===== config.mk =====
export PLATFORM = sky130hd
export DESIGN_NAME = ptr_offset_load_unit
export DESIGN_NICKNAME = d
export VERILOG_FILES = /design/src/rtl/pol_pkg.sv /design/src/rtl/pol_decode.sv /design/src/rtl/pol_addr.sv /design/src/rtl/pol_bus_map.sv /design/src/rtl/ptr_offset_load_unit.sv
export SDC_FILE = /design/constraint.sdc
export NUM_CORES = 1
export LEC_CHECK = 0
export ABC_AREA = 0
export BUFFER_PORTS_ARGS = -buffer_cell sky130_fd_sc_hd__buf_4
export CAP_MARGIN = 20
export CORE_UTILIZATION = 51
export DETAILED_ROUTE_END_ITERATION = 8
export GPL_TIMING_DRIVEN = 0
export HOLD_SLACK_MARGIN = 0.12
export PLACE_DENSITY = 0.81
export SLEW_MARGIN = 25
export SYNTH_ARGS = -nofsm -noshare
export SYNTH_HDL_FRONTEND = slang
export SYNTH_SLANG_ARGS = --single-unit

===== constraint.sdc =====
create_clock -name clk -period 2.6 [get_ports clk]
set_input_delay 0.52 -clock clk [delete_from_list [all_inputs] [get_ports clk]]
set_output_delay 0.52 -clock clk [all_outputs]
set_load 0.05 [all_outputs]

===== src/rtl/pol_pkg.sv =====
package pol_pkg;
    localparam logic [7:0] PREFIX_BYTE = 8'h6D;
    localparam logic [3:0] OP2_NIBBLE  = 4'h2;

    typedef enum logic [3:0] {
        S_IDLE,
        S_PFX,
        S_TRAP,
        S_DECODE,
        S_ADDR,
        S_RD_LO,
        S_RD_HI,
        S_WBACK
    } pol_state_e;

    // destination pair codes; bit 1 set means an index register
    localparam logic [1:0] DST_BC = 2'b00;
    localparam logic [1:0] DST_DE = 2'b01;
    localparam logic [1:0] DST_IX = 2'b10;
    localparam logic [1:0] DST_IY = 2'b11;
endpackage


===== src/rtl/pol_decode.sv =====
module pol_decode
    import pol_pkg::*;
(
    input  logic [7:0] op2,
    output logic       legal,
    output logic [1:0] dst,
    output logic [1:0] ptr
);
    assign legal = (op2[3:0] == OP2_NIBBLE);
    assign dst   = op2[7:6];
    assign ptr   = op2[5:4];
endmodule


===== src/rtl/pol_addr.sv =====
module pol_addr #(
    parameter int PHYS_W = 24
) (
    input  logic [31:0]       ptr,
    input  logic [15:0]       hl,
    output logic [PHYS_W-1:0] ea,
    output logic              logical
);
    localparam int PAD_W = PHYS_W - 16;

    // bits above PHYS_W never reach the bus, so the sum is kept narrow
    assign ea      = ptr[PHYS_W-1:0] + {{PAD_W{1'b0}}, hl};
    assign logical = &ptr[31:16];
endmodule


===== src/rtl/pol_bus_map.sv =====
module pol_bus_map #(
    parameter int PHYS_W = 24
) (
    input  logic [PHYS_W-1:0] ea_base,
    input  logic              hi_byte,
    input  logic              logical,
    output logic [PHYS_W-1:0] addr
);
    localparam int PAD_W = PHYS_W - 16;

    logic [PHYS_W-1:0] raw;

    assign raw = hi_byte ? (ea_base + {{(PHYS_W-1){1'b0}}, 1'b1}) : ea_base;

    generate
        if (PAD_W > 0) begin : g_pad
            assign addr = logical ? {{PAD_W{1'b0}}, raw[15:0]} : raw;
        end else begin : g_nopad
            assign addr = raw;
        end
    endgenerate
endmodule


===== src/rtl/ptr_offset_load_unit.sv =====
module ptr_offset_load_unit
    import pol_pkg::*;
#(
    parameter int PHYS_W = 24   // 20 or 24 significant physical bits
) (
    input  logic              clk,
    input  logic              rst_n,
    input  logic              op_valid,
    input  logic [7:0]        op_byte,
    input  logic              alt_prefix,
    output logic [1:0]        ptr_sel,
    input  logic [31:0]       ptr_val,
    input  logic [15:0]       hl_val,
    output logic              mem_rd,
    output logic [PHYS_W-1:0] mem_addr,
    output logic              mem_xlate,
    input  logic [7:0]        mem_data,
    output logic              rf_we,
    output logic [1:0]        rf_dst,
    output logic              rf_alt,
    output logic [15:0]       rf_wdata,
    output logic              busy,
    output logic              done,
    output logic              illegal
);
    pol_state_e state_q, state_d;
    logic       half_q, half_d;

    logic [1:0]        dst_q, ptr_q;
    logic              alt_q, log_q;
    logic [PHYS_W-1:0] ea_q;
    logic [7:0]        lo_q, hi_q;

    logic              dec_legal;
    logic [1:0]        dec_dst, dec_ptr;
    logic [PHYS_W-1:0] ea_sum;
    logic              ea_logical;

    pol_decode u_dec (
        .op2   (op_byte),
        .legal (dec_legal),
        .dst   (dec_dst),
        .ptr   (dec_ptr)
    );

    pol_addr #(.PHYS_W(PHYS_W)) u_addr (
        .ptr     (ptr_val),
        .hl      (hl_val),
        .ea      (ea_sum),
        .logical (ea_logical)
    );

    pol_bus_map #(.PHYS_W(PHYS_W)) u_map (
        .ea_base (ea_q),
        .hi_byte (state_q == S_RD_HI),
        .logical (log_q),
        .addr    (mem_addr)
    );

    // next state
    always_comb begin
        state_d = state_q;
        half_d  = 1'b0;
        unique case (state_q)
            S_IDLE:   if (op_valid && op_byte == PREFIX_BYTE) state_d = S_PFX;
            S_PFX:    if (op_valid) state_d = dec_legal ? S_DECODE : S_TRAP;
            S_TRAP:   state_d = S_IDLE;
            S_DECODE: if (!half_q) half_d = 1'b1; else state_d = S_ADDR;
            S_ADDR:   if (!half_q) half_d = 1'b1; else state_d = S_RD_LO;
            S_RD_LO:  if (!half_q) half_d = 1'b1; else state_d = S_RD_HI;
            S_RD_HI:  if (!half_q) half_d = 1'b1; else state_d = S_WBACK;
            S_WBACK:  if (!half_q) half_d = 1'b1; else state_d = S_IDLE;
        endcase
    end

    // state register
    always_ff @(posedge clk) begin
        if (!rst_n) begin
            state_q <= S_IDLE;
            half_q  <= 1'b0;
        end else begin
            state_q <= state_d;
            half_q  <= half_d;
        end
    end

    // datapath captures
    always_ff @(posedge clk) begin
        if (!rst_n) begin
            dst_q <= '0;
            ptr_q <= '0;
            alt_q <= 1'b0;
            log_q <= 1'b0;
            ea_q  <= '0;
            lo_q  <= '0;
            hi_q  <= '0;
        end else begin
            if (state_q == S_PFX && op_valid && dec_legal) begin
                dst_q <= dec_dst;
                ptr_q <= dec_ptr;
                alt_q <= alt_prefix;
            end
            if (state_q == S_ADDR && half_q) begin
                ea_q  <= ea_sum;
                log_q <= ea_logical;
            end
            if (state_q == S_RD_LO && half_q) lo_q <= mem_data;
            if (state_q == S_RD_HI && half_q) hi_q <= mem_data;
        end
    end

    // outputs
    always_comb begin
        mem_rd  = 1'b0;
        rf_we   = 1'b0;
        done    = 1'b0;
        illegal = 1'b0;
        busy    = 1'b1;
        unique case (state_q)
            S_IDLE:   busy = 1'b0;
            S_PFX:    ;
            S_TRAP:   illegal = 1'b1;
            S_DECODE: ;
            S_ADDR:   ;
            S_RD_LO:  mem_rd = 1'b1;
            S_RD_HI:  mem_rd = 1'b1;
            S_WBACK: begin
                rf_we = half_q;
                done  = half_q;
            end
        endcase
    end

    assign mem_xlate = mem_rd & log_q;
    assign ptr_sel   = ptr_q;
    assign rf_dst    = dst_q;
    assign rf_alt    = alt_q & ~dst_q[1];
    assign rf_wdata  = {hi_q, lo_q};
endmodule


==> impl_metrics.ini <==
[run_status]
status = finished, violations left
violations = design-rule violations

[yosys]
synthArstFlopShare = 0
ys.flop_type = dfxtp_1
synth_nets = 532
yosysWarnings = 0
seq_area_frac_synth = 0.287
synth_cells = 446
syn-cell-area_sq_um = 3490
synth-seq-cells = 50
synth_edf_count = 0
avgSynthCellArea_sq_um = 7.82
ys_types = 56

[routing]
wl_per_cell_um = 14.4
vias = 3763
initialDrtViolationCount = 182
wl_um = 9380
ant_nets = 0
firstDrtPassIters = 7
avgViaCountPerCell = 5.77
drc = 14

[clock_network]
cts_tree = built
clkTransAtPathRegs_ns = 0.09
ctsLongestPathBuffers = 2
clk_latency_ns = 0.30
cts_buffers = 5
clockRootBuffer = clkbuf_8
htreeDepth = 2
clkSinkCount = 50

[global_routing]
grt_pass1_vias = 3520
grt_pass1_wl_um = 15100
grt_max_degree = 16
grtUsageTotal = 0.256
grt_antenna_before_repair = 0
overflow = 0

[place]
globalplace.congestion = 0.903
dp_cells = 639
post-place-ws_ns = -0.226
dp_hpwl_um = 7330
port_buffers = 116

[setup_path]
start_kind = flip-flop
worst_ep_required_time_ns = 2.08
critPathMaxFanout = 6
crit_type = flip-flop to output pin
end_kind = output pin
cp.arrival_ns = 2.03

[power_and_ir_drop]
ir_drop_uv = 198
p_leak_uw = 0.00200
powerDensity_nw_per_um2 = 337

[floorplanning]
coreArea_sq_um = 6490
die-area_sq_um = 7180
ioPinCount = 119
initial_core_util = 0.537
die_w_um = 84.7
row_count = 29
die_h_um = 84.7

[sta]
rsz0062_at_grt = yes
fmax_mhz = 391
maxSlewHeadroom = 0.299
setup_ws_ns = 0.0456
final_hold_viol_count = 0
finalCritPeriodShare = 0.982
fin_skew_ns = 0.00538
period_minus_slack_ns = 2.55
drv_slew = 0
worst_pin_slew_ns = 1.04
setup_viol = 0

[hold_path]
hp-class = flip-flop to flip-flop

[finish]
layout.cells.non_filler = 652
syn_to_final_growth_pct = 34.5
fillers = 517
multi_input_area_sq_um = 2410
layout-drive-gt1-share = 0.278
insertedDiodeCount = 0
fin_nets = 660
fin_util = 0.723
ff_latch_area_sq_um = 1020

[flow_run]
maxCapViolCount = 0
layer usage:
metal | part of all wire | vias to the layer above | global-route usage
met5 | 0 | - | 0
li1 | - | 1857 | -
met2 | 0.50 | 170 | 0.480
met1 | 0.41 | 1718 | 0.302
met4 | 0.014 | 0 | 0.0755
met3 | 0.076 | 18 | 0.0364
synthesized netlist by cell type (all sizes together) (5+ instances only):
master	count	area [sq um]
nor2	19	71.3
a21oi	22	110
and3	12	75.1
a21o	8	60.1
clkbuf	21	78.8
nor2b	7	43.8
mux2i	7	70.1
dfxtp	50	1000
ha	17	213
nand3	24	130
nor3	8	50.1
xor2	14	123
xnor2	22	193
buf	5	23.8
or3	6	37.5
a211oi	6	45.0
and2	9	56.3
a21boi	23	173
inv	9	33.8
nand2	71	267
nand4	14	87.6
o21ai	26	130
a31oi	6	37.5
registers in the layout, indices dropped and copies added, names as in the netlist:
signal and flops:
half_q 1, ea_q 24, state_q 3, lo_q 8, log_q 1, rf_dst 2, alt_q 1, ptr_sel 2
hi_q 8
cells in the final DEF (no fill, tap or decap), drive strengths merged, types with 2 or more instances in the layout:
| cell | count |
|---|---|
| xnor2 | 22 |
| inv | 9 |
| o21ai | 26 |
| buf | 127 |
| nand4 | 14 |
| o211a | 2 |
| o221a | 2 |
| or3 | 6 |
| a31oi | 6 |
| nand2 | 71 |
| a211oi | 6 |
| and3 | 12 |
| a21oi | 22 |
| o31ai | 3 |
| a2111oi | 2 |
| a21boi | 23 |
| and2 | 9 |
| clkbuf | 26 |
| nor2b | 7 |
| xor2 | 14 |
| nor3b | 4 |
| nor3 | 8 |
| nor2 | 19 |
| nand3 | 24 |
| dfxtp | 50 |
| o32ai | 3 |
| o211ai | 3 |
| mux2i | 7 |
| nor4 | 2 |
| ha | 17 |
| a21o | 8 |
| o21bai | 3 |
critical path, cell delays in order (launching register included):
cell and delay [ns]:
dfxtp_4 0.38, nand4_1 0.23, nor3_4 0.27, nand3_2 0.13, or3_1 0.38, a21oi_2 0.17
buf_6 0.18
power breakdown:
part | internal [uW] | switching [uW]
clock network | 214 | 249
registers | 763 | 0.0719
logic | 169 | 188
total | 1150 | 437
layout make-up:
class	instances	area share
multi-input combinational	361	0.513
sequential	50	0.216
timing repair buffer	122	0.200
buffer	25	0.0227
tap	77	0.0205
clock buffer	6	0.0176
inverter	9	0.00720
clock inverter	2	0.00267
metrics by stage:
stage | TNS [ns] | power, uW | area (sq um) | hold WS (ns)
after global placement | -0.761 | 1120 | 4470 | 0.452
after global routing | -0.134 | 1660 | 4690 | 0.474
after CTS | 0 | 1590 | 4620 | 0.471
final | 0 | 1580 | 4690 | 0.467
after detailed placement | -1.27 | 1130 | 4470 | 0.458
after floorplan | -0.00162 | 996 | 3500 | 0.447
timing repair:
| item | CTS | global route |
|---|---|---|
| hold buffers | 0 | 0 |
| buffers inserted | 5 | 1 |
| endpoints found under the setup margin | 13 | 11 |
| resized for setup | 7 | 22 |
| endpoints found under the hold margin | 0 | 0 |
| pin swaps | 5 | 7 |
cell families (layout without fill, tap and decap cells):
logic type,count (synthesis),in the layout,synth area share
and+or+nand+nor,182,182,0.261
AOI/OAI and AO/OA,117,117,0.233
DFF,50,50,0.287
xor gates and xnor gates,36,36,0.0904
buffers and inverters,35,164,0.0391
adders and majority gates,18,18,0.0667
muxes,8,8,0.0233
worst paths after layout:
path | start | to | slack (ns) | depth (start not counted)
worst min-delay path | lo_q[1] | lo_q[1] | 0.47 | 2
worst max-delay path | ea_q[3] | mem_addr[21] | 0.05 | 6
worst min register to register | lo_q[1] | lo_q[1] | 0.47 | 2
worst max register to register | half_q | ea_q[22] | 0.43 | 5
Power figures use the tool's default switching activity.
